--- src/rtl/zm_pkg.sv ---
package zm_pkg;
  // True when the low w bits of v are all zero or all one.
  function automatic logic samp_silent(input logic [63:0] v, input int w);
    logic [63:0] mask;
    mask = (w >= 64) ? '1 : ((64'd1 << w) - 64'd1);
    return ((v & mask) == 64'd0) || ((v & mask) == mask);
  endfunction

  // Zero crossing: sign flipped since the previous sample, or sample is exactly zero.
  function automatic logic is_crossing(input logic prev_sign, input logic cur_sign,
                                       input logic is_zero);
    return (prev_sign != cur_sign) || is_zero;
  endfunction
endpackage

--- src/rtl/zm_silence_run.sv ---
module zm_silence_run #(
  parameter int NCH     = 6,
  parameter int W       = 24,
  parameter int RUN_LEN = 512
) (
  input  logic           clk,
  input  logic           rst,
  input  logic           frame_stb,
  input  logic [NCH*W-1:0] frame_in,
  input  logic           auto_en,
  output logic           auto_mute
);
  localparam int CW = $clog2(RUN_LEN + 1);
  localparam logic [CW-1:0] RUN_MAX = CW'(RUN_LEN);

  logic [NCH-1:0] ch_silent;
  logic           frame_silent;
  logic [CW-1:0]  run_q;

  for (genvar g = 0; g < NCH; g++) begin : g_sil
    assign ch_silent[g] = zm_pkg::samp_silent(64'(frame_in[g*W +: W]), W);
  end
  assign frame_silent = &ch_silent;

  always_ff @(posedge clk) begin
    if (rst)                run_q <= '0;
    else if (frame_stb) begin
      if (!frame_silent)    run_q <= '0;
      else if (run_q != RUN_MAX) run_q <= run_q + CW'(1);
    end
  end

  assign auto_mute = auto_en & (run_q == RUN_MAX);

  always @(posedge clk) begin
    if (!rst) a_r3_run_bounded: assert (run_q <= RUN_MAX);
  end

  a_r4_active_clears_run: assert property (@(posedge clk) disable iff (rst)
    (frame_stb && !frame_silent) |=> (run_q == '0));

  a_r3_silent_counts_up: assert property (@(posedge clk) disable iff (rst)
    (frame_stb && frame_silent && run_q != RUN_MAX) |=> (run_q == $past(run_q) + CW'(1)));
endmodule

--- src/rtl/zm_req_gate.sv ---
module zm_req_gate #(
  parameter int W       = 24,
  parameter int TIMEOUT = 1024
) (
  input  logic         clk,
  input  logic         rst,
  input  logic         frame_stb,
  input  logic [W-1:0] samp,
  input  logic         mute_req,
  output logic         applied
);
  localparam int TW = $clog2(TIMEOUT);
  localparam logic [TW-1:0] TMO_LAST = TW'(TIMEOUT - 1);

  logic          sign_q;
  logic          applied_q;
  logic [TW-1:0] tmo_q;
  logic          pending;
  logic          crossing;
  logic          tmo_hit;

  assign pending  = (mute_req != applied_q);
  assign crossing = zm_pkg::is_crossing(sign_q, samp[W-1], samp == '0);
  assign tmo_hit  = (tmo_q == TMO_LAST);

  always_ff @(posedge clk) begin
    if (rst) begin
      sign_q    <= 1'b0;
      applied_q <= 1'b0;
      tmo_q     <= '0;
    end else if (frame_stb) begin
      sign_q <= samp[W-1];
      if (pending) begin
        if (crossing || tmo_hit) begin
          applied_q <= mute_req;
          tmo_q     <= '0;
        end else begin
          tmo_q <= tmo_q + TW'(1);
        end
      end else begin
        tmo_q <= '0;
      end
    end
  end

  assign applied = applied_q;

  a_r11_hold_between_strobes: assert property (@(posedge clk) disable iff (rst)
    !frame_stb |=> $stable(applied_q));

  a_r7_apply_on_crossing: assert property (@(posedge clk) disable iff (rst)
    (frame_stb && pending && crossing) |=> (applied_q == $past(mute_req)));

  a_r8_wait_without_crossing: assert property (@(posedge clk) disable iff (rst)
    (frame_stb && pending && !crossing && !tmo_hit) |=> $stable(applied_q));
endmodule

--- src/rtl/zm_automute_top.sv ---
module zm_automute_top #(
  parameter int NCH     = 6,
  parameter int W       = 24,
  parameter int RUN_LEN = 512,
  parameter int TIMEOUT = 1024
) (
  input  logic             clk,
  input  logic             rst,
  input  logic             frame_stb,
  input  logic [NCH*W-1:0] samp_in,
  input  logic             mute_req,
  input  logic             auto_en,
  input  logic             clk_err,
  output logic [NCH*W-1:0] samp_out,
  output logic [NCH-1:0]   mute_stat
);
  logic [NCH*W-1:0] samp_q;
  logic             auto_mute;
  logic [NCH-1:0]   req_applied;

  always_ff @(posedge clk) begin
    if (rst)            samp_q <= '0;
    else if (frame_stb) samp_q <= samp_in;
  end

  zm_silence_run #(.NCH(NCH), .W(W), .RUN_LEN(RUN_LEN)) u_run (
    .clk(clk), .rst(rst), .frame_stb(frame_stb), .frame_in(samp_in),
    .auto_en(auto_en), .auto_mute(auto_mute)
  );

  for (genvar g = 0; g < NCH; g++) begin : g_ch
    zm_req_gate #(.W(W), .TIMEOUT(TIMEOUT)) u_gate (
      .clk(clk), .rst(rst), .frame_stb(frame_stb), .samp(samp_in[g*W +: W]),
      .mute_req(mute_req), .applied(req_applied[g])
    );
    assign mute_stat[g]          = auto_mute | req_applied[g] | clk_err;
    assign samp_out[g*W +: W]    = mute_stat[g] ? '0 : samp_q[g*W +: W];

    a_r10_muted_is_zero: assert property (@(posedge clk) disable iff (rst)
      mute_stat[g] |-> (samp_out[g*W +: W] == '0));
  end

  a_r6_error_mutes_all: assert property (@(posedge clk) disable iff (rst)
    clk_err |-> (&mute_stat));

  a_r3_auto_mutes_all: assert property (@(posedge clk) disable iff (rst)
    auto_mute |-> (&mute_stat));
endmodule

--- config.mk ---
export PLATFORM = sky130hd
export DESIGN_NAME = zm_automute_top
export DESIGN_NICKNAME = d
export VERILOG_FILES = /design/src/rtl/zm_pkg.sv /design/src/rtl/zm_silence_run.sv /design/src/rtl/zm_req_gate.sv /design/src/rtl/zm_automute_top.sv
export SDC_FILE = /design/constraint.sdc
export NUM_CORES = 1
export LEC_CHECK = 0
export ABC_AREA = 1
export CORE_MARGIN = 2
export CORE_UTILIZATION = 36
export DETAILED_ROUTE_END_ITERATION = 6
export DONT_BUFFER_PORTS = 1
export GPL_TIMING_DRIVEN = 1
export HOLD_SLACK_MARGIN = 0.03
export PLACE_DENSITY = 0.52
export SYNTH_ARGS = -nofsm -noshare
export SYNTH_HDL_FRONTEND = slang
export SYNTH_SLANG_ARGS = --single-unit
export TNS_END_PERCENT = 1
--- constraint.sdc ---
create_clock -name clk -period 2 [get_ports clk]
set_input_delay 0.1 -clock clk [delete_from_list [all_inputs] [get_ports clk]]
set_output_delay 0.1 -clock clk [all_outputs]
set_load 0.01 [all_outputs]
Yosys cells after proc, flatten, opt, wreduce, memory -nomap -nowiden

Index checks and enable logic that the tools add are counted.

Bitwise gates (word level): 13
Add/sub/neg operators: 7
$lt $le $gt $ge: 0
Shift-type cells: 0
$mul: 0
Equal/unequal tests: 27
Mux-type cells: 20
Reduce and logical (&&, ||, !) cells: 38
Div/mod/pow operators: 0

Operators by type and width:

| cell                    | count |
|---|---|
| $logic_not A64 Y1       | 6 |
| $eq A24 B24 Y1 const B  | 6 |
| $logic_not A24 Y1       | 6 |
| $mux W24                | 6 |
| $mux W10                | 14 |
| $add A10 B1 Y10 const B | 7 |
| $eq A10 B10 Y1 const B  | 7 |
| $logic_or A1 B1 Y1      | 18 |
| $reduce_and A3 Y1       | 6 |
| $ne A1 B1 Y1            | 12 |
| $or A1 B1 Y1            | 12 |
| $ne A10 B10 Y1 const B  | 1 |
| $reduce_and A6 Y1       | 1 |
| $ne A2 B2 Y1 const B    | 1 |
| $reduce_and A2 Y1       | 1 |
| $and A1 B1 Y1           | 1 |

Bits in writable memories: 0
Memories kept: 0
Input bits: 150
Latch bits: 0
Output and inout port bits: 150
ROM bits: 0
Bits in registers: 226
Logic and storage cells: 125

Longest topological paths before layout

Depth after elaboration: 5
Depth in mapped cells: 14
Depth with buffers taken out: 13

Hierarchy

A second synthesis with hierarchy kept.

Cells, all modules: 2,341
Area, all modules: 13,890.8 µm²

Modules (own cells, without submodules):

| module                            | cells each | sequential area each (µm²) | area each (µm²) | times used |
|---|---|---|---|---|
| zm_automute_top                   | 1,225      | 2,882.8                    | 7,260.7         | 1 |
| zm_req_gate at g_ch[0].u_gate ... | 123        | 240.2                      | 809.5           | 3 |
| zm_req_gate at g_ch[3].u_gate ... | 122        | 240.2                      | 808.3           | 3 |
| zm_silence_run                    | 381        | 200.2                      | 1,776.7         | 1 |

Worst setup path after synthesis

OpenSTA, ideal clock, no wires.

Kind: register -> register
From: reg g_ch[4].u_gate.tmo_q[0]
To: reg g_ch[4].u_gate.tmo_q[0]
Required time: 1.885 ns
Library setup time: 0.115 ns
Cell stages (with the launch flop): 12
Clock period less this slack: 1.560 ns
Slack: 0.440 ns
Arrival time: 1.446 ns
Path buffers: 0
Path through: dfxtp_1 -> ha_1 -> nand2_1 -> inv_1 -> nand2_1 -> nor2_1 -> nand3_1 -> nor2_2 -> nand3_1 -> nand4_2 -> inv_2 -> o21a_1

Word-level cells in the longest chain between the ends: 4
Elaborated cells on any way between the ends: 5
Those cells by class: add/sub: 1; eq/ne: 1; mux: 2; reduce/logical: 1

RTL lines:

| element                                                                 | line              | RTL |
|---|---|---|
| start: declaration                                                      | zm_req_gate.sv:17 | `logic [TW-1:0] tmo_q;` |
| start signal: assignment                                                | zm_req_gate.sv:38 | `tmo_q <= tmo_q + TW'(1);` |
| parallel branches: the longest is 2 deep, another holds $add A10 B1 Y10 | -                 |  |
| $mux W10 (*)                                                            | zm_req_gate.sv:34 | `if (crossing \|\| tmo_hit) begin` |
| $mux W10 (*)                                                            | zm_req_gate.sv:33 | `if (pending) begin` |

Every way passes the cells marked *.
A chain may end at the register's enable or synchronous reset.

Worst setup path in the final report

From: reg u_run.run_q[7]
To: out samp_out[93]

Word-level cells in the longest chain between the ends: 5

RTL lines:

| element                    | line                  | RTL |
|---|---|---|
| start: declaration         | zm_silence_run.sv:18  | `logic [CW-1:0] run_q;` |
| start signal: assignment   | zm_silence_run.sv:29  | `else if (run_q != RUN_MAX) run_q <= run_q + CW'(1);` |
| $eq A10 B10 Y1             | zm_silence_run.sv:33  | `assign auto_mute = auto_en & (run_q == RUN_MAX);` |
| $and A1 B1 Y1              | zm_silence_run.sv:33  |  |
| $or A1 B1 Y1 (2 in series) | zm_automute_top.sv:36 | `assign mute_stat[g] = auto_mute \| req_applied[g] \| clk_err;` |
| $mux W24                   | zm_automute_top.sv:37 | `assign samp_out[g*W +: W] = mute_stat[g] ? '0 : samp_q[g*W +: W];` |
| end: declaration           | zm_automute_top.sv:14 | `output logic [NCH*W-1:0] samp_out,` |

No other way between the ends.

==> summary.txt <==
Flow run
  – Max cap viols: 0

STA
  – Fin. max-slew vios: 0
  – RSZ-0062 raised after global routing: true
  – Final Worst Setup Slack: -0.120 ns
  – Worst slew pin tran: roughly 0.61 ns
  – Setup TNS: -11.72 ns
  – Final setup fails: between 100 and 150
  – Period utilization: 106%
  – Max_slew headroom: around three fifths
  – Final min period: between 2 and 2.5 ns
  – Max Fclk: around 0.47 GHz
  – Hold Slack: 0.0760 ns
  – Final hold vios: 0
  – Clock skew: 0.00778 ns

Die
  – Die Ht: 179 um
  – Core footprint: 29,800 um2
  – Horiz. Die Dim: 179 um
  – Die ar.: 31,900 um2
  – Initial Utilization: ~37%
  – I/O pin total: 300
  – Cell Rows: 63

Layout
  – Fill cells: 2,889
  – Layout area overhead: 40.6%
  – Most frequent cells in the layout: nor2_1, nand2_1, dfxtp_1, inv_1, a21oi_1
  – Share of post-route cells with drive strength above 1: roughly 17%
  – Final Non-Filler Cells: 2,342
  – Commonest non-fill, non-tap cell in the layout: nor2_1
  – Antenna cells: 0
  – Final nets: ~2,100
  – Multi-input logic area: between 5000 and 6000 um2
  – Register area: 4420 um2

Placed design
  – Placer Congestion: 0.819
  – Placed Cells: 2,129
  – DPL Wire Length: 23,100 um
  – Port Buf Inserts: 0

Synthesis
  – Top-area cell type share of the netlist area: 40.2%
  – Syn Std Cell Area: 11,000 um2
  – Top cells by area, synth: dfxtp_1, nor2_1, a21oi_1
  – Largest area contributor in the netlist: dfxtp_1
  – Sequential fraction of the synthesis area: 40.2%
  – Ys Warns: 0
  – Register bit count reported by yosys: 220
  – Distinct cells, synth: 41
  – Gate Count Post-Synth: ~1,700
  – Syn_area_per_cell: 6.62 um2
  – Post-Synthesis Net Count: 1,815

Min path
  – Worst hold path class: in -> reg

Status
  – Failing checks: negative setup slack
  – Status: complete, but fails checks

Global route
  – Vias in the first global route: 10,470
  – Initial antenna violation count: 0
  – Largest net degree at the start of global routing: 97
  – All-layer global routing usage: 21.2%
  – Global-route wire length before repair: 54,600 um
  – Total gr overflow: 0

Route
  – Drt pass-1 iters: 5
  – Residual DRC: 0
  – Final routed wire length divided by cell count: 15.5 um
  – Drt total wl: 36,300 um
  – DRT iter0 DRCs: 801
  – DR vias: 11,448
  – Vias per cell: 4.89
  – Detail Route Antenna Nets: 0

Pwr
  – Worst VDD drop: 0.000540 V
  – Pleak: 0.00637 uW
  – PwrDens: 717 nW/um2

Clocking
  – CTS max path bufs: 3
  – CTS tree: built
  – CTS H-tree lvls: 1
  – CTS root buffer: clkbuf_16
  – Worst skew pair latency: 0.53 ns
  – TritonCTS buffer count: 27
  – Clk slew on worst S/H paths: 0.06 ns
  – Clk sinks: 220

Worst setup path
  – Critical path type: reg -> out
  – Crit path launch type: flip-flop
  – Worst Setup End Kind: primary output
  – Worst Path Arrival: 2.02 ns
  – WP data required: 1.90 ns
  – Worst Path Max Fanout: 11
## synthesized netlist by cell type (all sizes together)
library cell  instances
ha                    8
o21ai               156
a31oi                 3
nand3                43
a31o                  1
dfxtp               220
inv                 209
xor2                 30
xnor2                18
a22oi                 4
nand3b                5
a21oi               203
nor3                  9
or2                   1
buf                  20
and3                  1
clkbuf               59
nor2                404
o21bai                1
o22ai                 1
nor3b                 1
o21a                  5
o31ai                 1
nand4                21
and2                  1
nand2               232
## what timing repair did
action                     in CTS  in global routing
buffers inserted                6                  0
hold endpoints to repair      220                  0
setup endpoints to repair     146                155
hold buffers                  150                  0
gates resized for setup        52                 53
cloned                          4                  5
pin swaps                       4                  7
## through the flow
step	total power [uW]	setup WS, ns	instance area (um2)	utilization, %
final	11100	-0.120	15400	51.7
after global routing	11500	-0.210	15400	51.7
after CTS	11100	-0.120	15100	50.8
after detailed placement	6070	0.171	12500	41.8
after global placement	6050	0.255	12500	41.8
after floorplan	5630	0.440	11000	-
## cell families after synthesis
group | share of synthesized area, %
xor gates and xnor gates | 3.83
buffers and inverters | 10.1
and+or+nand+nor | 27.2
AOI/OAI and AO/OA | 17.8
DFF | 40.2
adders and majority gates | 0.913
## where the power goes
part	switching, uW	leakage (uW)	internal [uW]	total (uW)
Sequential	74.6	0.00182	4610	4690
Combinational	979	0.00414	830	1810
Clock	1890	0.000410	2670	4560
## per-layer routing
metal / up-vias / track usage, % / share of wire (%)
met3: 61 / 4.20 / 6.7
met4: 0 / 6.61 / 2.8
met5: - / 0 / 0
met1: 5249 / 26.5 / 43
met2: 338 / 36.6 / 48
li1: 5800 / - / -
## flip-flops by register name, indices dropped and copies added, names as in the netlist
register / cells
g_ch.u_gate.applied: 6
g_ch.u_gate.tmo_q: 60
samp_q: 144
u_run.run_q: 10
## worst max-delay path, stage by stage (launching register included)
cell	delay, ns
dfxtp_2	0.33
inv_1	0.11
nand3_2	0.12
nor3_2	0.19
nand2_2	0.12
buf_6	0.16
nand2_8	0.09
clkbuf_16	0.18
nor2_1	0.05
buf_4	0.14
## path summary, 6_finish.rpt
check                       from                      end  slack (ns)  depth (start not counted)
setup reg to reg  u_run.run_q[1]           u_run.run_q[1]        0.16                          9
hold reg to reg      samp_q[120]              samp_q[120]        0.45                          2
setup / recovery  u_run.run_q[7]             samp_out[93]       -0.12                          9
hold / removal          mute_req  g_ch[3].u_gate.tmo_q[0]        0.08                          4
## final cells by class
cell class | count | area share, %
multi-input combinational | 1149 | 36.8
sequential | 220 | 28.7
timing repair buffer | 325 | 20.9
inverter | 209 | 5.16
clock buffer | 40 | 5.03
tap | 390 | 3.17
clock inverter | 9 | 0.333
No activity file was read; power rests on OpenSTA's default activity.
